File: config.mk
export PLATFORM = sky130hd
export DESIGN_NAME = iso_trb_retire
export DESIGN_NICKNAME = d
export VERILOG_FILES = /design/src/rtl/iso_trb_retire.sv
export SDC_FILE = /design/constraint.sdc
export NUM_CORES = 1
export LEC_CHECK = 0
export BUFFER_PORTS_ARGS = -buffer_cell sky130_fd_sc_hd__buf_2
export CAP_MARGIN = 0
export CELL_PAD_IN_SITES_DETAIL_PLACEMENT = 1
export CELL_PAD_IN_SITES_GLOBAL_PLACEMENT = 2
export CORE_ASPECT_RATIO = 0.6
export CORE_MARGIN = 2
export CORE_UTILIZATION = 35
export DETAILED_ROUTE_END_ITERATION = 8
export PLACE_DENSITY_LB_ADDON = 0.25
export SLEW_MARGIN = 10
export SYNTH_ARGS = -nofsm -noshare
export SYNTH_HDL_FRONTEND = slang
export SYNTH_SLANG_ARGS = --single-unit
File: constraint.sdc
create_clock -name clk -period 41.5 [get_ports clk]
set_input_delay 2.075 -clock clk [delete_from_list [all_inputs] [get_ports clk]]
set_output_delay 2.075 -clock clk [all_outputs]
set_load 0.03 [all_outputs]
File: src/rtl/iso_trb_retire.sv
module iso_trb_retire #(
  parameter int NUM_TRB = 8,
  parameter int CNT_W   = 16,
  parameter int IV_W    = 14,
  localparam int IDX_W  = (NUM_TRB > 1) ? $clog2(NUM_TRB) : 1
) (
  input  logic             clk,
  input  logic             rst_n,
  input  logic             ld_valid,
  input  logic [IDX_W-1:0] ld_idx,
  input  logic [CNT_W-1:0] ld_count,
  input  logic             ld_chain,
  input  logic             start,
  input  logic             start_out,
  input  logic [IV_W-1:0]  start_ival,
  input  logic             pkt_valid,
  input  logic [CNT_W-1:0] pkt_len,
  input  logic [IV_W-1:0]  pkt_ival,
  input  logic             iend_valid,
  input  logic             iend_missed,
  output logic             wb_valid,
  output logic [IDX_W-1:0] wb_idx,
  output logic [CNT_W-1:0] wb_count,
  output logic             wb_missed,
  output logic             evt_progress,
  output logic             evt_done,
  output logic             overflow,
  output logic             busy
);

  typedef enum logic [2:0] {S_IDLE, S_RUN, S_WB0, S_WBL, S_FIN} st_t;
  st_t state;

  logic [CNT_W-1:0] cnt   [NUM_TRB];
  logic [CNT_W-1:0] nxt   [NUM_TRB];
  logic [NUM_TRB-1:0] chain;
  logic [IDX_W-1:0] last_idx;
  logic [CNT_W-1:0] spill;
  logic             first_ret, miss_q, ep_out;
  logic [IV_W-1:0]  cur_ival;

  assign busy = (state != S_IDLE);

  always_comb begin
    last_idx = IDX_W'(NUM_TRB - 1);
    for (int i = NUM_TRB - 1; i >= 0; i--)
      if (!chain[i]) last_idx = IDX_W'(i);
  end

  always_comb begin : drain
    logic [CNT_W-1:0] rem, take;
    rem = pkt_len;
    for (int i = 0; i < NUM_TRB; i++) begin
      nxt[i] = cnt[i];
      if (IDX_W'(i) <= last_idx) begin
        take   = (rem < cnt[i]) ? rem : cnt[i];
        nxt[i] = cnt[i] - take;
        rem    = rem - take;
      end
    end
    spill = rem;
  end

  wire late_pkt  = pkt_valid && ep_out && (pkt_ival > cur_ival);
  wire skip_wb0  = first_ret || (last_idx == '0);

  always_ff @(posedge clk) begin
    if (!rst_n) begin
      state        <= S_IDLE;
      chain        <= '0;
      first_ret    <= 1'b0;
      miss_q       <= 1'b0;
      ep_out       <= 1'b0;
      cur_ival     <= '0;
      overflow     <= 1'b0;
      wb_valid     <= 1'b0;
      wb_idx       <= '0;
      wb_count     <= '0;
      wb_missed    <= 1'b0;
      evt_progress <= 1'b0;
      evt_done     <= 1'b0;
      for (int i = 0; i < NUM_TRB; i++) cnt[i] <= '0;
    end else begin
      wb_valid     <= 1'b0;
      evt_progress <= 1'b0;
      evt_done     <= 1'b0;
      case (state)
        S_IDLE: begin
          if (ld_valid) begin
            cnt[ld_idx]   <= ld_count;
            chain[ld_idx] <= ld_chain;
          end
          if (start) begin
            state     <= S_RUN;
            first_ret <= 1'b0;
            overflow  <= 1'b0;
            miss_q    <= 1'b0;
            ep_out    <= start_out;
            cur_ival  <= start_ival;
          end
        end
        S_RUN: begin
          if (iend_valid || late_pkt) begin
            miss_q <= iend_valid ? iend_missed : 1'b1;
            state  <= skip_wb0 ? S_WBL : S_WB0;
          end else if (pkt_valid) begin
            for (int i = 0; i < NUM_TRB; i++) cnt[i] <= nxt[i];
            evt_progress <= 1'b1;
            if (spill != '0) overflow <= 1'b1;
            if (!skip_wb0 && nxt[0] == '0) begin
              first_ret <= 1'b1;
              wb_valid  <= 1'b1;
              wb_idx    <= '0;
              wb_count  <= '0;
              wb_missed <= 1'b0;
            end
          end
        end
        S_WB0: begin
          first_ret <= 1'b1;
          wb_valid  <= 1'b1;
          wb_idx    <= '0;
          wb_count  <= cnt[0];
          wb_missed <= 1'b0;
          state     <= S_WBL;
        end
        S_WBL: begin
          wb_valid  <= 1'b1;
          wb_idx    <= last_idx;
          wb_count  <= cnt[last_idx];
          wb_missed <= miss_q;
          state     <= S_FIN;
        end
        S_FIN: begin
          evt_done <= 1'b1;
          state    <= S_IDLE;
        end
        default: state <= S_IDLE;
      endcase
    end
  end

endmodule


==> results of run 1 <==
## metal layers
layer | vias to the layer above | GRT usage [%] | routed length [µm]
li1 | 13590 | - | -
met1 | 14520 | 50.60 | 65630
met2 | 1331 | 38.69 | 44900
met3 | 99 | 10.92 | 15910
met4 | 12 | 6.805 | 2325
met5 | - | 0 | 71
## path summary, 6_finish.rpt
check,from,end,slack [ns],cells after the start
min reg2reg,cur_ival[10],cur_ival[10],0.46,2
min,cur_ival[10],cur_ival[10],0.46,2
max,pkt_len[1],overflow,2.22,205
max reg2reg,cnt[0][1],overflow,3.09,205
## area by class of cell
class / instances / area (µm²) / area share, %
Multi-Input combinational cell: 2978 / 21300 / 68.93
Clock inverter: 15 / 221.5 / 0.7169
Tap cell: 1012 / 1266 / 4.099
Clock buffer: 17 / 425.4 / 1.377
Sequential cell: 179 / 4865 / 15.75
Inverter: 284 / 1074 / 3.475
Timing Repair Buffer: 262 / 1747 / 5.654
## metrics by stage
stage / util [%] / hold WS (ns) / area [µm²] / setup slack [ns] / setup TNS, ns
final: 40.07 / 0.4590 / 30890 / 2.222 / 0
after global routing: 40.07 / 0.4886 / 30890 / -0.3478 / -0.8500
after CTS: 38.94 / 0.4633 / 30030 / 0.01472 / 0
after detailed placement: 38.04 / 0.4498 / 29330 / -1.274 / -7.898
after global placement: 38.04 / 0.4426 / 29330 / -0.2175 / -0.4267
after floorplan: - / 0.4333 / 27210 / 0.01751 / 0
## cells by family after synthesis
logic type	Yosys count
multiplexers	97
XOR/XNOR	195
buffers and inverters	471
AND/OR/NAND/NOR	1125
AO/OA/AOI/OAI	1254
flip-flops	179
adder cells (fa/ha/maj)	307
## layout by cell type, fill, tap and decap left out, types with 22 or more instances in the layout
cell type	Yosys	final
a211oi_1	38	27
a21o_1	106	106
a21oi_1	335	314
a221oi_1	26	24
a31oi_1	45	41
buf_2	7	96
buf_4	4	163
dfxtp_1	51	51
edfxtp_1	128	128
ha_1	298	288
inv_1	263	260
mux2i_1	38	38
mux4_2	38	38
nand2_1	413	408
nand2b_1	31	31
nand3_1	62	61
nand4_1	36	36
nor2_1	337	324
nor3_1	82	79
o211ai_1	36	36
o21a_1	31	26
o21ai_0	275	241
o21ai_1	12	29
o21bai_1	30	29
o22ai_1	33	29
o31ai_1	30	25
or3_1	22	22
xnor2_1	157	157
xor2_1	38	38
## registers in the layout (all words and copies together) (netlist names)
| register | cells |
|---|---|
| cur_ival | 14 |
| evt_done | 1 |
| ep_out | 1 |
| wb_valid | 1 |
| miss_q | 1 |
| first_ret | 1 |
| wb_count | 16 |
| evt_progress | 1 |
| state | 3 |
| chain | 7 |
| cnt | 128 |
| overflow | 1 |
| wb_idx | 3 |
| wb_missed | 1 |
## repair_timing
item | CTS | global route
hold endpoints to repair | 0 | 0
cloned | 0 | 0
endpoints found under the setup margin | 7 | 17
resized for setup | 18 | 162
buffers inserted | 0 | 27
pin swaps | 1 | 46
## worst max-delay path: cells and delay by family
family	cells	cell delay, ns
fa+ha+maj	25	6.53
xor+xnor	7	0.81
buf+inv	15	1.72
simple gates	45	6.94
mux	4	1.23
compound gates	109	20.35
==> impl_results.md, run 1 <==
- XOR/XNOR share of the synthesized area: 6.292%
- # setup viols final: 0
- Largest family of logic cells by synthesized area: compound AO/OA/AOI/OAI gates
- CP max stage cell: or4_1
- Die Width: between 300 and 400 µm
- FFs w/ async S/R, synth: 0%
- WL/cell: approximately 27 µm
- Worst Setup Path Type: in2reg
- Ys flop type: edfxtp_1
- Synth Area per Inst: 7.481 µm²
- Fillers: 9,454
- CTS Root Cell: clkbuf_16
- CP Capture Type: flop
- PortBufs: 96
- Synth cell types: 121
- Via density: 6.226
- Via count: 29,550
- Minimum clock period: 39.28 ns
- Post-Syn Area: about 27,000 µm²
- CTS buffer count: 17
- Simple-Gate Fraction of Synth Area: 18.86%
- Gpl congestion: 0.9586
- Startpoint types: input port
- Synth area leaders: edfxtp_1 (14%), ha_1 (14%), a21oi_1 (6.2%)
- Hold buffer count at cts: 0
- Share of the synthesized area in the top cell type: 14.16%
- Post-synth EDFFs: 128
- Post-synthesis register bit count: roughly 180
- Chip height: 219.7 µm
- Core Rows: 79
- Vias in the first global route: roughly 28,000
- Portion of netlist area occupied by mux cells: 5.546%
- Congestion Overflow GR: 0
- Critical Path RT: 41.95 ns
- CTS Buffer Depth: 2
- Clk Latency, worst-skew pair: 0.56 ns
- DRC: 0
- Period Utilization, post-route: 94.65%
- CP max FO: 9
- Final hold violation count: 0
- Synth Area in Compound Gates: 30.60%
- Status: complete, no violations
- Max Cap Viol: 0
- Slowest cell delay on critical path: 0.49 ns
- Fmax: 25.46 MHz
- CTS clk-pin slew, worst paths: around 0.11 ns
- Detail Route Antenna Nets: 0
- Initial Utilization: 35.20%
- Final cell count without fillers: 4,747
- Worst Skew: slightly below 0.04 ns
- Most numerous cell on the critical path: a21oi_1
- IO Pins: 97
- Final-report max-slew violation count: 0
- DRT Pass-1 Iters: 5
- Dpl hpwl: 101.1 mm
- # nets final: 4,092
- Top-count cell post-synth: nand2_1
- Gate Count Post-Synth: 3,628
- Largest net degree at the start of global routing: 69
- Number of diodes: 0
- Placed cell count: 4,688
- Initial antenna violation count: 13
- Worst Max-Slew Pin Slew: between 1 and 1.5 ns
- H-tree levels: 4
- CTS tree: built
- Total die area: 79,870 µm²
- Wirelength, routed: 128.8 mm
- Max-slew headroom: a little under a fifth
- DRT iter0 DRCs: ~3,200
- HP Class: reg2reg
- Largest area contributor in the netlist: edfxtp_1
- Core area: 77,100 µm²
- YS warnings: 0
- Syn nets: ~4,000
- Synth Area in Adders: between 10 and 15%
- Clock sinks: approximately 180
- Synth cell count leaders: nand2_1 (413), nor2_1 (337), a21oi_1 (335), ha_1 (298), o21ai_0 (275)
- Area Growth Syn to Fin: 13.82%
- First-pass GRT wire length: ~190 mm
- Layout cells sized above 1: 15.50%
- GRT Resource Usage Total: about a third
- Seq/Total Area, Yosys: 17.92%
- Crit path DAT: 39.73 ns
Power of run 1 is not shown: default switching activity piles up to over one toggle a cycle in this logic, so the estimate is an artifact.
==> run 2: changes to the inputs <==
--- a/config.mk
+++ b/config.mk
@@ -5,13 +5,14 @@
 export SDC_FILE = /design/constraint.sdc
 export NUM_CORES = 1
 export LEC_CHECK = 0
+export ABC_AREA = 1
 export BUFFER_PORTS_ARGS = -buffer_cell sky130_fd_sc_hd__buf_2
 export CAP_MARGIN = 0
 export CELL_PAD_IN_SITES_DETAIL_PLACEMENT = 1
 export CELL_PAD_IN_SITES_GLOBAL_PLACEMENT = 2
 export CORE_ASPECT_RATIO = 0.6
 export CORE_MARGIN = 2
-export CORE_UTILIZATION = 35
+export CORE_UTILIZATION = 32
 export DETAILED_ROUTE_END_ITERATION = 8
 export PLACE_DENSITY_LB_ADDON = 0.25
 export SLEW_MARGIN = 10
==> run 2 against run 1 <==
- clock skew fell by 0.022 ns
- clock-buffer cell count is the same
- critical path depth rose by 16
- sequential share of layout area up 2.6 points
- largest cell class unchanged
- highest routed layer unchanged
==> impl_results.md, run 2 <==
- # setup viols final: 0
- DRT Pass-1 Iters: 5
- Post-synth EDFFs: 128
- Worst Setup Path Type: in2reg
- YS warnings: 0
- Top-count cell post-synth: nand2_1
- Syn nets: about 4,200
- H-tree levels: 4
- GRT Resource Usage Total: 27.31%
- HP Class: reg2reg
- Multi-input gate area: 16,990 µm²
- Post-CTS Setup Bufs: 0
- Post-Syn Area: around 24,000 µm²
- Largest area contributor in the netlist: edfxtp_1
- Minimum clock period: 35.38 ns
- Vias in the first global route: around 25,000
- Largest net degree at the start of global routing: 58
- Synth Area per Inst: 6.431 µm²
- Detail Route Antenna Nets: 0
- Number of gates resized after cts: 0
- Synth cell types: 63
- Dpl hpwl: 87.72 mm
- CP max stage cell: inv_1
- Clock sinks: 179
- End of the worst register-to-register path: cnt[7][10]
- FFs w/ async S/R, synth: 0%
- Post-synthesis register bit count: ~180
- VDD IR-drop max: roughly 38 µV
- Fillers: 9,903
- Period Utilization, post-route: 85.25%
- Synth cell count leaders: nand2_1 (876), inv_1 (562), o21ai_0 (373), a21oi_1 (307), ha_1 (298)
- Fmax: between 20 and 30 MHz
- Gate Count Post-Synth: 3,797
- CP Capture Type: flop
- CTS Buffer Depth: 2
- Initial Utilization: 32.33%
- Via density: 5.429
- Register area: 4865 µm²
- Setup TNS: 0 ns
- Initial antenna violation count: 13
- R2r startpoint: cnt[0][3]
- Status: complete, no violations
- CTS clk-pin slew, worst paths: approximately 0.09 ns
- Synth area leaders: edfxtp_1 (16%), ha_1 (15%), nand2_1 (13%)
- Max FFs per register: approximately 130
- Max-slew headroom: around a quarter
- Gpl congestion: 0.9206
- Largest Register: cnt
- Unrepaired setup endpoints after global routing: no
- Core area: between 70,000 and 80,000 µm²
- Worst Reg-to-Reg Cells: 223
- Congestion Overflow GR: 0
- Ys flop type: edfxtp_1
- Most numerous cell on the critical path: nand2_1
- Post-route cell area: 26,580 µm²
- Commonest non-fill, non-tap cells in the layout: nand2_1 (876), inv_1 (562), o21ai_0 (367)
- DP Area: 26,000 µm²
- Crit path DAT: 35.60 ns
- Slowest cell delay on critical path: 1.00 ns
- First-pass GRT wire length: ~160 mm
- Worst Max-Slew Pin Slew: 1.149 ns
- Max Cap Viol: 0
- Pwr dens: 93.26 nW/µm²
- CTS tree: built
- Final-report max-slew violation count: 0
- Layout cells sized above 1: 8.895%
- # nets final: between 4,000 and 5,000
- WL/cell: 22.33 µm
- CTS buffer count: 17
- Critical Path RT: 41.73 ns
- PortBufs: 96
- Worst setup endpoint: cnt[7][10]
- Area Growth Syn to Fin: 8.864%
- Final hold violation count: 0
- Worst Skew: 0.01802 ns
- Hold Path Stages: 2
- CP max FO: 34
- Worst Setup SP: pkt_len[9]
- Leakage: 13.08 nW
- DRC: 0
- Die Width: 360.6 µm
- Seq/Total Area, Yosys: 19.92%
- Commonest non-fill, non-tap cell in the layout: nand2_1
- CTS Root Cell: clkbuf_16
- Core Rows: 78
- Chip height: 218.0 µm
- Startpoint types: input port
- Total die area: 78,610 µm²
- IO Pins: just under 100
- Clk Latency, worst-skew pair: 0.51 ns
- Share of the synthesized area in the top cell type: 15.74%
- Via count: approximately 26,000
- Wirelength, routed: 108.6 mm
- Hold buffer count at cts: 0
- Largest registers: cnt: 128 flops, wb_count: 16 flops, cur_ival: 14 flops
- DRT iter0 DRCs: 2,422
- Reg2reg setup slack: 7.11 ns
==> run 2: changes by cell type after synthesis, moves of 49 or more <==
cell | before | now
a21o_1 | 106 | 10
clkbuf_1 | 133 | 84
inv_1 | 263 | 562
nand2_1 | 413 | 876
nand2_2 | 2 | 62
nand3_1 | 62 | 194
nand3_2 | 0 | 49
nor2_1 | 337 | 280
nor3_1 | 82 | 20
o21ai_0 | 275 | 373
o22ai_1 | 33 | 83
xnor2_1 | 157 | 26
==> run 2: metal layers <==
layer  wire (µm)  GRT usage (%)  vias up
li1            -              -    12970
met1       58700          44.26    12550
met2       38350          34.85      822
met3       10380          7.253       49
met4         964          3.849        6
met5         192          1.532        -
==> run 2: area by class of cell <==
| type | instances | share of cell area (%) |
|---|---|---|
| antenna | 7 | 0.06589 |
| clock buffer | 17 | 1.600 |
| sequential | 179 | 18.30 |
| timing repair buffer | 126 | 2.654 |
| clock inverter | 15 | 0.5177 |
| inverter | 584 | 8.251 |
| tap | 1000 | 4.707 |
| multi-input combinational | 2935 | 63.91 |
==> run 2: worst min path at each step <==
| stage | end | start | slack, ns |
|---|---|---|---|
| 2_1_floorplan | cur_ival[10] | cur_ival[10] | 0.43 |
| 3_5_place_dp | cur_ival[10] | cur_ival[10] | 0.45 |
| 5_1_grt | cur_ival[7] | cur_ival[7] | 0.49 |
| 3_3_place_gp | wb_idx[2] | wb_idx[2] | 0.45 |
| 6_report | cur_ival[7] | cur_ival[7] | 0.46 |
| 4_1_cts | cur_ival[10] | cur_ival[10] | 0.47 |
==> run 2: stage by stage <==
stage               hold WS, ns  total power [mW]  instances  util (%)  worst slack (ns)
finish                   0.4644             2.479       4863     35.19             6.121
global route             0.4896             2.760       4856     35.17             1.674
CTS                      0.4673             2.445       4856     35.17             6.550
detailed placement       0.4539             2.253       4824     34.42             6.158
global placement         0.4500             2.237       4824     34.42             7.391
floorplan                0.4332             1.745       3797         -             11.16
==> run 2: power breakdown <==
part | total [mW] | internal [mW] | switching, mW
clock | 0.178 | 0.0797 | 0.0982
combinational | 2.04 | 0.673 | 1.36
sequential | 0.264 | 0.234 | 0.0301
total | 2.48 | 0.986 | 1.49
==> run 2: critical path: cells and delay by family <==
family | cells | cell delay, ns
AO/OA/AOI/OAI | 50 | 8.83
XOR/XNOR | 4 | 0.66
adder cells (fa/ha/maj) | 14 | 3.60
buffers and inverters | 30 | 4.71
AND/OR/NAND/NOR | 123 | 15.65
==> run 2: cell families after synthesis <==
kind of cell    after synthesis  share of synthesized area [%]
buf+inv                     683                          10.57
fa+ha+maj                   298                          15.27
simple gates               1594                          29.27
compound gates              964                          22.13
flops                       179                          19.92
xor+xnor                     79                          2.833
Power figures use the tool's default switching activity.
